## src/rtl/gptmr_pkg.sv

```systemverilog
package gptmr_pkg;

  typedef enum logic [1:0] {
    MODE_PWM  = 2'd0,
    MODE_EVT  = 2'd1,
    MODE_CAP  = 2'd2,
    MODE_IDLE = 2'd3
  } tmr_mode_e;

  typedef enum logic [1:0] {
    SRC_SYS  = 2'd0,
    SRC_EXTA = 2'd1,
    SRC_EXTB = 2'd2,
    SRC_NONE = 2'd3
  } tmr_src_e;

  // control word: src in bits 4:3, mode in 2:1, enable in 0
  typedef struct packed {
    tmr_src_e  src;
    tmr_mode_e mode;
    logic      en;
  } tmr_ctrl_t;

  localparam int CTRL_W = $bits(tmr_ctrl_t);

  localparam logic [1:0] ADDR_CTRL   = 2'd0;
  localparam logic [1:0] ADDR_PERIOD = 2'd1;
  localparam logic [1:0] ADDR_WIDTH  = 2'd2;
  localparam logic [1:0] ADDR_STATUS = 2'd3;

endpackage

```

## src/rtl/gptmr_sync.sv

```systemverilog
module gptmr_sync #(
  parameter int LANES  = 3,
  parameter int STAGES = 2
) (
  input  logic             clk,
  input  logic             rst_n,
  input  logic [LANES-1:0] async_in,
  output logic [LANES-1:0] rise,
  output logic [LANES-1:0] fall
);
  localparam int SH_W = STAGES + 1;

  for (genvar i = 0; i < LANES; i++) begin : g_lane
    logic [SH_W-1:0] sh;
    always_ff @(posedge clk or negedge rst_n) begin
      if (!rst_n) sh <= '0;
      else        sh <= {sh[SH_W-2:0], async_in[i]};
    end
    assign rise[i] =  sh[STAGES-1] & ~sh[STAGES];
    assign fall[i] = ~sh[STAGES-1] &  sh[STAGES];
  end
endmodule

```

## src/rtl/gptmr_counter.sv

```systemverilog
module gptmr_counter
  import gptmr_pkg::*;
#(
  parameter int CW = 32
) (
  input  logic          clk,
  input  logic          rst_n,
  input  tmr_ctrl_t     ctrl,
  input  logic [CW-1:0] period,
  input  logic [CW-1:0] width,
  input  logic          tick,
  input  logic          pin_rise,
  input  logic          pin_fall,
  output logic [CW-1:0] cnt,
  output logic          active,
  output logic          period_evt,
  output logic          cap_rise_evt,
  output logic          cap_fall_evt,
  output logic          ovf_evt,
  output logic          pwm_level
);
  localparam logic [CW-1:0] CNT_MAX = '1;

  // wrap when the next count would reach the period (period 0 acts as 1)
  function automatic logic wrap_due(input logic [CW-1:0] c, input logic [CW-1:0] p);
    return ({1'b0, c} + 1'b1) >= {1'b0, p};
  endfunction

  function automatic logic level_high(input logic [CW-1:0] c, input logic [CW-1:0] w);
    return c < w;
  endfunction

  logic run, cap, step, at_max;

  assign active = ctrl.en && (ctrl.mode != MODE_IDLE);
  assign run    = active && (ctrl.mode == MODE_PWM || ctrl.mode == MODE_EVT);
  assign cap    = active && (ctrl.mode == MODE_CAP);
  assign step   = (ctrl.mode == MODE_EVT) ? pin_rise : tick;
  assign at_max = (cnt == CNT_MAX);

  assign period_evt   = run && step && wrap_due(cnt, period);
  assign cap_rise_evt = cap && pin_rise;
  assign cap_fall_evt = cap && pin_fall;
  assign ovf_evt      = cap && !pin_rise && tick && at_max;
  assign pwm_level    = level_high(cnt, width);

  always_ff @(posedge clk or negedge rst_n) begin
    if (!rst_n) begin
      cnt <= '0;
    end else if (!active) begin
      cnt <= '0;
    end else if (run) begin
      if (step) cnt <= wrap_due(cnt, period) ? '0 : cnt + 1'b1;
    end else if (pin_rise) begin
      cnt <= CW'(tick);
    end else if (tick && !at_max) begin
      cnt <= cnt + 1'b1;
    end
  end
endmodule

```

## src/rtl/gptmr_regs.sv

```systemverilog
module gptmr_regs
  import gptmr_pkg::*;
#(
  parameter int CW = 32
) (
  input  logic          clk,
  input  logic          rst_n,
  input  logic          wr,
  input  logic [1:0]    addr,
  input  logic [CW-1:0] wdata,
  input  logic [CW-1:0] cnt,
  input  logic          period_evt,
  input  logic          cap_rise_evt,
  input  logic          cap_fall_evt,
  input  logic          ovf_evt,
  output tmr_ctrl_t     ctrl,
  output logic [CW-1:0] period,
  output logic [CW-1:0] width,
  output logic          pend,
  output logic          ovf_flag,
  output logic [CW-1:0] rdata
);
  logic wr_ctrl, wr_per, wr_wid, wr_stat;

  assign wr_ctrl = wr && (addr == ADDR_CTRL);
  assign wr_per  = wr && (addr == ADDR_PERIOD);
  assign wr_wid  = wr && (addr == ADDR_WIDTH);
  assign wr_stat = wr && (addr == ADDR_STATUS);

  always_ff @(posedge clk or negedge rst_n) begin
    if (!rst_n) begin
      ctrl     <= '0;
      period   <= '0;
      width    <= '0;
      pend     <= 1'b0;
      ovf_flag <= 1'b0;
    end else begin
      if (wr_ctrl) ctrl <= tmr_ctrl_t'(wdata[CTRL_W-1:0]);
      if (cap_rise_evt)  period <= cnt;
      else if (wr_per)   period <= wdata;
      if (cap_fall_evt)  width <= cnt;
      else if (wr_wid)   width <= wdata;
      pend     <= (pend     & ~(wr_stat & wdata[0])) | period_evt | cap_fall_evt;
      ovf_flag <= (ovf_flag & ~(wr_stat & wdata[1])) | ovf_evt;
    end
  end

  always_comb begin
    case (addr)
      ADDR_CTRL:   rdata = {{(CW-CTRL_W){1'b0}}, ctrl};
      ADDR_PERIOD: rdata = period;
      ADDR_WIDTH:  rdata = width;
      default:     rdata = {{(CW-2){1'b0}}, ovf_flag, pend};
    endcase
  end
endmodule

```

## src/rtl/gptmr_top.sv

```systemverilog
module gptmr_top
  import gptmr_pkg::*;
#(
  parameter int CW = 32
) (
  input  logic          clk,
  input  logic          rst_n,
  input  logic          reg_wr,
  input  logic [1:0]    reg_addr,
  input  logic [CW-1:0] reg_wdata,
  output logic [CW-1:0] reg_rdata,
  input  logic          pin_in,
  output logic          pin_out,
  output logic          pin_oe,
  input  logic          ext_clk_a,
  input  logic          ext_clk_b,
  output logic          irq
);
  localparam int LANES = 3;

  logic [LANES-1:0] rise_v, fall_v;
  logic             pin_rise, pin_fall, tick;
  logic [CW-1:0]    cnt, period, width;
  logic             active, period_evt, cap_rise_evt, cap_fall_evt, ovf_evt;
  logic             pwm_level, pend, ovf_flag;
  tmr_ctrl_t        ctrl;
  logic             unused_ext_fall;

  gptmr_sync #(.LANES(LANES), .STAGES(2)) u_sync (
    .clk      (clk),
    .rst_n    (rst_n),
    .async_in ({ext_clk_b, ext_clk_a, pin_in}),
    .rise     (rise_v),
    .fall     (fall_v)
  );

  assign pin_rise        = rise_v[0];
  assign pin_fall        = fall_v[0];
  assign unused_ext_fall = ^fall_v[LANES-1:1];

  always_comb begin
    case (ctrl.src)
      SRC_SYS:  tick = 1'b1;
      SRC_EXTA: tick = rise_v[1];
      SRC_EXTB: tick = rise_v[2];
      default:  tick = 1'b0;
    endcase
  end

  gptmr_counter #(.CW(CW)) u_cnt (
    .clk          (clk),
    .rst_n        (rst_n),
    .ctrl         (ctrl),
    .period       (period),
    .width        (width),
    .tick         (tick),
    .pin_rise     (pin_rise),
    .pin_fall     (pin_fall),
    .cnt          (cnt),
    .active       (active),
    .period_evt   (period_evt),
    .cap_rise_evt (cap_rise_evt),
    .cap_fall_evt (cap_fall_evt),
    .ovf_evt      (ovf_evt),
    .pwm_level    (pwm_level)
  );

  gptmr_regs #(.CW(CW)) u_regs (
    .clk          (clk),
    .rst_n        (rst_n),
    .wr           (reg_wr),
    .addr         (reg_addr),
    .wdata        (reg_wdata),
    .cnt          (cnt),
    .period_evt   (period_evt),
    .cap_rise_evt (cap_rise_evt),
    .cap_fall_evt (cap_fall_evt),
    .ovf_evt      (ovf_evt),
    .ctrl         (ctrl),
    .period       (period),
    .width        (width),
    .pend         (pend),
    .ovf_flag     (ovf_flag),
    .rdata        (reg_rdata)
  );

  assign pin_oe  = ctrl.en && (ctrl.mode == MODE_PWM);
  assign pin_out = pin_oe && pwm_level;
  assign irq     = pend;
endmodule

```

## config.mk

```make
export PLATFORM = sky130hd
export DESIGN_NAME = gptmr_top
export DESIGN_NICKNAME = d
export VERILOG_FILES = /design/src/rtl/gptmr_pkg.sv /design/src/rtl/gptmr_sync.sv /design/src/rtl/gptmr_counter.sv /design/src/rtl/gptmr_regs.sv /design/src/rtl/gptmr_top.sv
export SDC_FILE = /design/constraint.sdc
export NUM_CORES = 1
export LEC_CHECK = 0
export ABC_CLOCK_PERIOD_IN_PS = 4730
export BUFFER_PORTS_ARGS = -buffer_cell sky130_fd_sc_hd__buf_2
export CAP_MARGIN = 20
export CORE_MARGIN = 5
export CORE_UTILIZATION = 53
export CTS_CLUSTER_DIAMETER = 40
export DETAILED_ROUTE_END_ITERATION = 10
export GPL_ROUTABILITY_DRIVEN = 0
export MAX_ROUTING_LAYER = met4
export PLACE_DENSITY_LB_ADDON = 0.05
export SYNTH_ARGS = -nofsm -noshare
export SYNTH_HDL_FRONTEND = slang
export SYNTH_SLANG_ARGS = --single-unit
```

## constraint.sdc

```tcl
create_clock -name clk -period 4.73 [get_ports clk]
set_clock_uncertainty 0.1 [all_clocks]
set_input_delay 0.473 -clock clk [delete_from_list [all_inputs] [get_ports clk]]
set_output_delay 0.473 -clock clk [all_outputs]
set_load 0.02 [all_outputs]
```

==> results.sh, run 1 <==
export IMPL_status="complete, no violations"
export IMPL_cts_tree="built"
export IMPL_grt_pass1_vias=6309
export IMPL_slowest_delay_ns=0.50
export IMPL_r2r_end="u_cnt.cnt[25]"
export IMPL_post_route_period_util_pct=93.4
export IMPL_drive_gt1_share_pct=14.7
export IMPL_tightest_slew_ns=1.10
export IMPL_internal_power_w=0.00189
export IMPL_rsz0062_at_grt="no"
export IMPL_swShare_pct=35.9
export IMPL_clockBufferDepth=2
export IMPL_ys_ff_latch=112
export IMPL_avgSynthCellArea_um2=9.27
export IMPL_start_kind="register"
export IMPL_dp_cells=1026
export IMPL_whs_path_depth=1
export IMPL_tritoncts_num_buffers=9
export IMPL_end_kind="register"
export IMPL_synth_top_area_share_pct=37.1
export IMPL_start_util_pct=54.3
export IMPL_report_final_setup_viol=0
export IMPL_hp_class="primary input to register"
export IMPL_post_cts_buffers=0
export IMPL_seqPwrFrac_pct=43.7
export IMPL_nFillCells=1232
export IMPL_drt_pass1_iterations=5
export IMPL_n_antenna_cell=0
export IMPL_netlist_instances=816
export IMPL_worstPathMaxFanout=10
export IMPL_r2r_slack_ns=0.31
export IMPL_power_w=0.00296
export IMPL_slowest_stage="dfrtp_1"
export IMPL_synth_main_ff_cell="dfrtp_1"
export IMPL_clock_fmax_mhz=226
export IMPL_multi_input_area_um2=4300
export IMPL_cts_root_buf="clkbuf_16"
export IMPL_syn_cell_area_um2=7560
export IMPL_max_cap_violations=0
export IMPL_grt_pass1_wl_mm=31.6
export IMPL_synth_area_top_cells="dfrtp_1 37%, ha_1 11%, mux2i_1 9.3%, o21ai_0 5.1%, nand2_1 5.0%"
export IMPL_slew_viol_final=0
export IMPL_wl_per_cell_um=18.0
export IMPL_regToRegStartpoint="u_cnt.cnt[0]"
export IMPL_antenna_found_initial=0
export IMPL_period_minus_slack_ns=4.42
export IMPL_crit_arrival_ns=4.55
export IMPL_synthTopCellsByCount="112 x dfrtp_1, 101 x nand2_1, 77 x o21ai_0"
export IMPL_worstPathRequired_ns=4.87
export IMPL_synth_edf_count=0
export IMPL_p_clk_share_pct=27.0
export IMPL_ir_worst_vdd_mv=0.224
export IMPL_globalRouteOverflowTotal=0
export IMPL_die_area_um2=16800
export IMPL_hpwl_mm=13.3
export IMPL_die_w_um=129
export IMPL_pwr_density_cell_nw_per_um2=352
export IMPL_clk_latency_ns=0.37
export IMPL_ff_latch_area_um2=2800
export IMPL_routed_wl_mm=18.8
export IMPL_synth_most_common_cell="dfrtp_1"
export IMPL_max_slew_margin_rel_pct=26.3
export IMPL_yosys_warnings=0
export IMPL_first_iter_violations=337
export IMPL_syn2layout_area_growth_pct=11.1
export IMPL_synth_top_area_cell="dfrtp_1"
export IMPL_pwr_share_comb_pct=29.2
export IMPL_ant_nets=0
export IMPL_cts_clk_slew_worst_paths_ns=0.08
export IMPL_path_class="register to register"
export IMPL_final_core_util_pct=60.3
export IMPL_ys_seq_area_share_pct=37.1
export IMPL_rows=43
export IMPL_io_pins=75
export IMPL_reg2regPathDepth=14
export IMPL_cts_sinks=112
export IMPL_synth_cell_types=59
export IMPL_hold_viol=0
export IMPL_grt_usage_pct=24.2
export IMPL_htree_num_levels=3
export IMPL_async_reset_ff_share_pct=100
export IMPL_portBuffers=74
export IMPL_nets=964
export IMPL_vias_per_cell=5.93
export IMPL_p_leak_nw=4.34
export IMPL_core_um2=13900
export IMPL_crit_chain="ha_1 > nand3_1 > nor4_4 > nand2_1 > nor4_2 > xnor2_1 > ha_1 > nand2_1 > nor3_1 > o21ai_0 > o221ai_1 > nor3_1 > o311ai_2 > nor2_1"
export IMPL_vias=6193
export IMPL_finalSetupTns_ns=0
export IMPL_switching_power_w=0.00106
export IMPL_grt_max_degree=73
export IMPL_final_cells=1045
export IMPL_synth_fp_nets=920
export IMPL_drc=0
export IMPL_die_h_um=129
export IMPL_hold_path_endpoint="u_sync.g_lane[2].sh[0]"
export IMPL_hold_path_startpoint="ext_clk_b"
timing repair:
item,4_1_cts,5_1_grt
setup endpoints to repair,0,1
endpoints found under the hold margin,0,0
resized for setup,0,1
hold buffers,0,0
critical path: cells and delay by family (launching register included):
family | cells | cell delay [ns]
flops | 1 | 0.50
fa+ha+maj | 2 | 0.61
simple gates | 8 | 2.00
xor+xnor | 1 | 0.11
compound gates | 3 | 0.96
layout make-up:
type	count	area share [%]
clock inverters	7	0.938
flip-flops and latches	112	33.4
clock buffers	9	2.68
inverters	68	3.04
multi-input cells	583	51.2
well taps	180	2.68
repair buffers	86	6.12
sequential cells by signal, summed over array words and instances (netlist names):
register and flops:
u_regs.period 32, u_regs.pend 1, u_sync.g_lane.sh 9, u_regs.width 32, u_regs.ctrl 5, u_cnt.cnt 32, u_regs.ovf_flag 1
metrics by stage:
step | setup slack (ns) | area (um^2) | hold WS [ns]
floorplan | 1.07 | 7560 | 0.0774
global placement | 0.546 | 8030 | 0.232
detailed placement | 0.336 | 8030 | 0.237
CTS | 0.327 | 8330 | 0.0979
global route | 0.000151 | 8400 | 0.103
finish | 0.314 | 8400 | 0.110
power groups by stage:
| stage | logic (W) | registers [W] | clock network, W |
|---|---|---|---|
| after floorplan | 0.000626 | 0.00125 | 0 |
| after global placement | 0.000826 | 0.00130 | 0 |
| final | 0.000864 | 0.00129 | 0.000799 |
| after global routing | 0.000982 | 0.00132 | 0.000852 |
| after detailed placement | 0.000850 | 0.00131 | 0 |
| after CTS | 0.000857 | 0.00129 | 0.000821 |
cells by family after synthesis:
kind of cell	synth area share, %
compound gates	16.1
mux	10.6
fa+ha+maj	10.6
flops	37.1
xor+xnor	3.94
simple gates	15.3
buf+inv	6.35
cells in the final DEF (no fill, tap or decap), drive strengths merged, types with 15 or more instances in the layout:
master,instances
a21oi,19
a22o,27
a32o,17
buf,86
dfrtp,112
ha,64
inv,70
mux2i,70
nand2,101
nand3,25
nand4,24
nor2,31
o21ai,77
xnor2,19
xor2,15
per-layer routing:
layer	track usage, %	vias to the layer above	part of all wire, %
li1	-	3002	-
met1	31.3	3026	45
met2	39.6	136	50
met3	3.75	29	3.6
met4	6.91	0	1.5
met5	-	-	0
worst max path at each step:
| stage | slack (ns) | startpoint | end |
|---|---|---|---|
| 2_1_floorplan | 1.07 | u_cnt.cnt[1] | u_regs.pend |
| 3_3_place_gp | 0.55 | u_cnt.cnt[0] | u_cnt.cnt[8] |
| 3_5_place_dp | 0.34 | u_cnt.cnt[0] | u_cnt.cnt[26] |
| 4_1_cts | 0.33 | u_cnt.cnt[0] | u_cnt.cnt[26] |
| 5_1_grt | 0.0002 | u_cnt.cnt[0] | u_cnt.cnt[25] |
| 6_report | 0.31 | u_cnt.cnt[0] | u_cnt.cnt[25] |
Note: power is estimated with default switching activity, not from simulation.
==> inputs of run 2 (changes only) <==
RECOVER_POWER = 25   (was not set)
==> results.sh, run 2 (synthesized netlist as in run 1, its figures left out) <==
export IMPL_status="finished with violations"
export IMPL_violations="max-capacitance violations, max-slew violations"
export IMPL_reg_top3="u_cnt.cnt x32, u_regs.period x32, u_regs.width x32"
export IMPL_wl_per_cell_um=18.0
export IMPL_reg2regPathDepth=14
export IMPL_drive_gt1_share_pct=14.7
export IMPL_core_um2=13900
export IMPL_pwr_density_cell_nw_per_um2=352
export IMPL_grt_max_degree=73
export IMPL_globalRouteOverflowTotal=0
export IMPL_cts_root_buf="clkbuf_16"
export IMPL_htree_num_levels=3
export IMPL_holdBufCountCts=0
export IMPL_start_kind="register"
export IMPL_path_class="register to register"
export IMPL_clk_latency_ns=0.37
export IMPL_r2r_end="u_cnt.cnt[25]"
export IMPL_grt_usage_pct=24.2
export IMPL_grt_pass1_vias=6309
export IMPL_io_pins=75
export IMPL_syn2layout_area_growth_pct=11.1
export IMPL_power_w=0.00296
export IMPL_max_slew_margin_rel_pct=-23.2
export IMPL_nets=964
export IMPL_end_kind="register"
export IMPL_drc=0
export IMPL_clock_fmax_mhz=227
export IMPL_die_area_um2=16800
export IMPL_ant_nets=0
export IMPL_worstPathRequired_ns=4.87
export IMPL_portBuffers=74
export IMPL_r2r_slack_ns=0.32
export IMPL_finalSetupTns_ns=0
export IMPL_cts_tree="built"
export IMPL_hold_path_startpoint="ext_clk_b"
export IMPL_vias=6187
export IMPL_p_leak_nw=4.34
export IMPL_slew_viol_final=73
export IMPL_die_h_um=129
export IMPL_max_cap_violations=1
export IMPL_post_cts_buffers=0
export IMPL_hold_viol=0
export IMPL_post_route_period_util_pct=93.2
export IMPL_tightest_slew_ns=1.85
export IMPL_rsz0062_at_grt="no"
export IMPL_final_cell_mix="112 x dfrtp_1, 99 x nand2_1, 77 x o21ai_0"
export IMPL_regToRegStartpoint="u_cnt.cnt[0]"
export IMPL_setup_ws_ns=0.322
export IMPL_grt_pass1_wl_mm=31.6
export IMPL_worstPathMaxFanout=10
export IMPL_period_minus_slack_ns=4.41
export IMPL_rows=43
export IMPL_die_w_um=129
export IMPL_antenna_found_initial=0
export IMPL_start_util_pct=54.3
export IMPL_vias_per_cell=5.92
export IMPL_report_final_setup_viol=0
export IMPL_hold_path_endpoint="u_sync.g_lane[2].sh[0]"
export IMPL_whs_path_depth=1
export IMPL_hpwl_mm=13.3
export IMPL_layout_cells_most_common="dfrtp_1"
export IMPL_ir_worst_vdd_mv=0.224
export IMPL_tritoncts_num_buffers=9
export IMPL_cts_clk_slew_worst_paths_ns=0.08
export IMPL_n_antenna_cell=0
export IMPL_clockBufferDepth=2
export IMPL_cts_sinks=112
export IMPL_routed_wl_mm=18.8
export IMPL_crit_arrival_ns=4.54
export IMPL_final_core_util_pct=60.3
export IMPL_first_iter_violations=337
export IMPL_whs_ns=0.110
export IMPL_dp_slack_ns=0.336
export IMPL_drt_pass1_iterations=4
export IMPL_hp_class="primary input to register"
run 2: changes by cell type in the layout (fill, tap and decap cells not counted), sizes merged:
| cell | change |
|---|---|
| buf | -1 |
| clkbuf | +1 |
run 2: metal layers:
metal / GRT usage (%) / vias to the layer above / part of all wire (%) / wire, um
met5: - / - / 0 / 0
met4: 6.91 / 0 / 1.5 / 279
met3: 3.75 / 29 / 3.6 / 671
met2: 39.6 / 131 / 50 / 9360
met1: 31.3 / 3025 / 45 / 8470
li1: - / 3002 / - / -
run 2: report_power, final:
part           internal (W)  switching [W]
logic              0.000350       0.000514
clock network      0.000416       0.000383
registers           0.00113       0.000164
run 2: worst max-delay path by stage:
stage          slack (ns)            end          from  cells after the start
2_1_floorplan        1.07    u_regs.pend  u_cnt.cnt[1]                     14
3_3_place_gp         0.55   u_cnt.cnt[8]  u_cnt.cnt[0]                     15
3_5_place_dp         0.34  u_cnt.cnt[26]  u_cnt.cnt[0]                     14
4_1_cts              0.33  u_cnt.cnt[26]  u_cnt.cnt[0]                     14
5_1_grt            0.0002  u_cnt.cnt[25]  u_cnt.cnt[0]                     14
6_report             0.32  u_cnt.cnt[25]  u_cnt.cnt[0]                     14
run 2: worst max-delay path: stages (launching register included):
cell and delay (ns):
dfrtp_1 0.50, ha_1 0.29, nand3_1 0.20, nor4_4 0.48, nand2_1 0.29, nor4_2 0.40, xnor2_1 0.11, ha_1 0.32
nand2_1 0.09, nor3_1 0.27, o21ai_0 0.14, o221ai_1 0.36, nor3_1 0.17, o311ai_2 0.46, nor2_1 0.10
run 2: layout make-up:
type                       count  area [um^2]
timing repair buffer          86          512
clock buffer                   9          225
tap                          180          225
inverter                      68          255
clock inverter                 7         78.8
fill                        1233         5530
sequential                   112         2800
multi-input combinational    583         4300
run 2: stage by stage:
stage	cells	cell area, um^2
after global routing	1045	8400
after detailed placement	1026	8030
after global placement	1026	8030
after CTS	1042	8330
final	1045	8400
after floorplan	816	7560
run 2: what timing repair did:
action | in CTS | in global routing
endpoints found under the hold margin | 0 | 0
setup endpoints to repair | 0 | 1
gates resized for setup | 0 | 1
